==> src/rtl/dsp_irq_ctrl.sv <==
module dsp_irq_ctrl (
  input  logic        clk,
  input  logic        rst_n,
  input  logic        wr_en,
  input  logic [15:0] wr_data,
  output logic [15:0] rd_data,
  input  logic        host_set,
  input  logic        adc_done,
  input  logic        tmr_evt,
  output logic [2:0]  dsp_irq,
  output logic        host_irq
);

  localparam int PEND_LSB = 13;
  localparam int MASK_LSB = 10;
  localparam int HOST_BIT = 9;
  localparam int GEN_BIT  = 8;
  localparam int PRI_LSB  = 5;
  localparam int CLR_LSB  = 2;

  logic [2:0] pend_q, mask_q, pri_q;
  logic       gen_q, host_q;
  logic [2:0] set_v, clr_v;

  assign set_v = {host_set, adc_done, tmr_evt};
  assign clr_v = wr_en ? wr_data[CLR_LSB +: 3] : 3'b000;

  always_ff @(posedge clk or negedge rst_n) begin
    if (!rst_n) begin
      pend_q <= '0;
      mask_q <= '0;
      pri_q  <= '0;
      gen_q  <= 1'b0;
      host_q <= 1'b0;
    end else begin
      pend_q <= (pend_q & ~clr_v) | set_v;
      if (wr_en) begin
        mask_q <= wr_data[MASK_LSB +: 3];
        pri_q  <= wr_data[PRI_LSB +: 3];
        gen_q  <= wr_data[GEN_BIT];
        host_q <= wr_data[HOST_BIT];
      end
    end
  end

  always_ff @(posedge clk or negedge rst_n) begin
    if (!rst_n) dsp_irq <= '0;
    else        dsp_irq <= pend_q & mask_q & {3{gen_q}};
  end

  assign rd_data  = {pend_q, mask_q, 1'b0, gen_q, pri_q, 5'b00000};
  assign host_irq = host_q;

endmodule


==> config.mk <==
export PLATFORM = sky130hd
export DESIGN_NAME = dsp_irq_ctrl
export DESIGN_NICKNAME = d
export VERILOG_FILES = /design/src/rtl/dsp_irq_ctrl.sv
export SDC_FILE = /design/constraint.sdc
export NUM_CORES = 1
export LEC_CHECK = 0
export BUFFER_PORTS_ARGS = -buffer_cell sky130_fd_sc_hd__buf_2
export CAP_MARGIN = 20
export CORE_MARGIN = 8
export CORE_UTILIZATION = 38
export DETAILED_ROUTE_END_ITERATION = 10
export GPL_TIMING_DRIVEN = 0
export PLACE_DENSITY = 0.75
export REMOVE_ABC_BUFFERS = 1
export SYNTH_ARGS = -nofsm -noshare
export SYNTH_HDL_FRONTEND = slang
export SYNTH_SLANG_ARGS = --single-unit
==> constraint.sdc <==
create_clock -name clk -period 1.1 [get_ports clk]
set_clock_uncertainty 0.2 [all_clocks]
set_input_delay 0.055 -clock clk [delete_from_list [all_inputs] [get_ports clk]]
set_output_delay 0.055 -clock clk [all_outputs]
set_load 0.01 [all_outputs]
==> run summary <==
The global router's overall resource usage is 0.0963, and the hold violation total from the final report is 16. The detail route stage leaves a number of antenna-violating nets equal to 0. The global-route wire length before repair was 2340 um.

The die height is 55.3 um. The worst setup path is launched from a flop. The critical path required time was 1070 ps. The tools report the area of the die as 3060 um2.

The tools report the buffer cell driving the clock tree root as clkbuf_4. The run finished, with violations left. The leakage power summed over all cells is 0.499 nW.

The top cell type by total area after synthesis is dfrtp_1. The count of cells resized by post-cts repair is 0, and the largest net degree at the start of global routing is 15. The logs give 1 for the H-tree depth and 40 for the post-synthesis instance total. Clock slew seen by the registers of the worst setup and hold paths: 80 ps. The site row count is 14, and the routed via count is 471.

The type of element capturing the critical path was a flop. The tool flagged a number of max-cap violations equal to 0. The worst hold slack across all endpoints was -10.9 ps. In the final design database the tool counted 113 nets. After detailed routing, the average wire length per cell comes to 14.0 um. The share of layout cells above drive strength 1 is 0.511, and the post-synthesis cell type count is 9. The routed design could run at a clock period as short as 1090 ps. In this run, synthesis produced a sequential element count of 14. The clock reaches the later pin of the worst-skew pair after 280 ps.

The run gives 0 as the initial antenna violation count. TritonCTS built the clock tree. The areal power density over the cells works out to 1300 nW/um2. The number of buffers created by CTS was 3. No sink is reached through more buffers than the 2 on the longest clock path. Timing would allow up to 920 MHz. The mapped netlist covers 587 um2. The logs give 0.399 for the starting utilization of the core area and 1490 um for the total routed wirelength. From left edge to right edge, the die measures 55.3 um. For this run, the detailed router's first-pass iteration total came to 3.

For this block, the initial DRC count from the detailed router was 3. The clock drives 14 sinks. In this run, post-CTS hold repair placed 15 buffers. The endpoint arrival time on the critical path is 1060 ps, and the placeable core area is 1470 um2. The final worst-path cycle share was 0.989; the average footprint of a synthesized cell was 14.7 um2. Setup violations remaining at the end of the flow were counted as 0.

The number of antenna diodes in the final layout is 0. The number of DRC violations after detailed routing came out at 0. The checks that failed: hold timing. IR analysis of the VDD net gives a maximum drop of 0.706 mV.

For the final weighted congestion in routability-driven placement, the log shows 0.619. After synthesis, the cell types taking the most area are dfrtp_1 60%, mux2_4 18%, buf_4 9.0%. Along the worst path, the maximum fanout reaches 2. The area added between synthesis and finish is 58.2%. Setup repair after global routing could not meet its margin everywhere.

The min-delay analysis places its worst path in the category input pin to async pin. The fraction of synthesized cell area taken by the top area cell type is 0.597. After global routing the overflow that remains totals 0. Pin placement for this block handled 42 I/O pins.

The number of pins exceeding their max-slew limit in the final report is 0. Start-to-end type of the worst setup path: flop to flop. The number of global-route vias before repair was 485; the number of cells on the worst reg-to-reg path was 2. The run gives 0 as the count of warnings emitted by yosys. The via density per instance came out at 4.44. The sequential fraction of the synthesis area is 0.597. The tools report the share of the core filled with cells as 0.631. The port buffer count came out at 30.
==> cell type report <==
cell class | instances | area, um2
Fill cell | 123 | 543
Clock buffer | 4 | 36.3
Sequential cell | 14 | 350
Multi-Input combinational cell | 23 | 191
Timing Repair Buffer | 49 | 330
Tap cell | 16 | 20.0
==> timing repair <==
item / 4_1_cts / 5_1_grt
buffers inserted: 1 / 3
endpoints found under the setup margin: 1 / 10
pin swaps: 0 / 0
endpoints found under the hold margin: 25 / 14
==> final timing paths <==
check                                       from                     to  slack, ps
setup / recovery           mask_q[2]$_DFFE_PN0P_  mask_q[2]$_DFFE_PN0P_         10
hold / removal                             rst_n   host_irq$_DFFE_PN0P_        -10
setup reg to reg           mask_q[2]$_DFFE_PN0P_  mask_q[2]$_DFFE_PN0P_         10
hold reg to reg              pend_q[2]$_DFF_PN0_    pend_q[2]$_DFF_PN0_        300
max in group asynchronous                  rst_n   dsp_irq[0]$_DFF_PN0_        480
min in group clk                           wr_en    pend_q[1]$_DFF_PN0_          0
==> per-stage QoR <==
stage          instance area [um2]  worst slack [ps]  TNS, ps  power (mW)  cells
6_report                       928              12.5        0        1.21    106
3_5_place_dp                   712              50.0        0       0.795     83
5_1_grt                        928             -41.8     -231        1.29    106
2_1_floorplan                  542               105        0       0.690     37
3_3_place_gp                   712              63.7        0       0.788     83
4_1_cts                        906              1.28        0        1.21    103
==> critical path, stage by stage (launching register included) <==
cell,delay [ps]
dfrtp_1,390
buf_4,140
mux2_4,260
==> placed cells by master, fill, tap and decap left out <==
cell type and n:
buf_4 4, mux2_4 7, a21o_1 3, clkbuf_8 1
mux2_2 1, clkbuf_4 3, nand2_1 3, dlygate4sd3_1 15
dfrtp_1 14, and3_1 3, conb_1 6, buf_2 30
==> synth_stat cells <==
master,count
nand2_1,3
buf_6,1
dfrtp_1,14
conb_1,1
mux2_2,1
a21o_1,3
mux2_4,7
buf_4,7
and3_1,3
==> logic make-up after synthesis <==
group | synth area share
muxes | 0.198
DFF | 0.597
and+or+nand+nor | 0.0512
other | 0.00639
AOI/OAI and AO/OA | 0.0384
buffers and inverters | 0.109
==> routing by layer <==
layer	up-vias	global-route usage	routed length, um
li1	220	-	-
met1	223	0.0962	630
met2	26	0.147	705
met3	2	0.0708	139
met4	0	0.0423	12
met5	-	0	0
==> where the power goes <==
part / switching (mW) / internal, mW
logic: 0.106 / 0.152
registers: 0.0244 / 0.561
clock network: 0.165 / 0.201
==> sequential cells by signal, indices dropped and copies added, names as in the netlist <==
signal / count
gen_q: 1
mask_q: 3
pri_q: 3
pend_q: 3
host_irq: 1
dsp_irq: 3
Power figures use the tool's default switching activity.
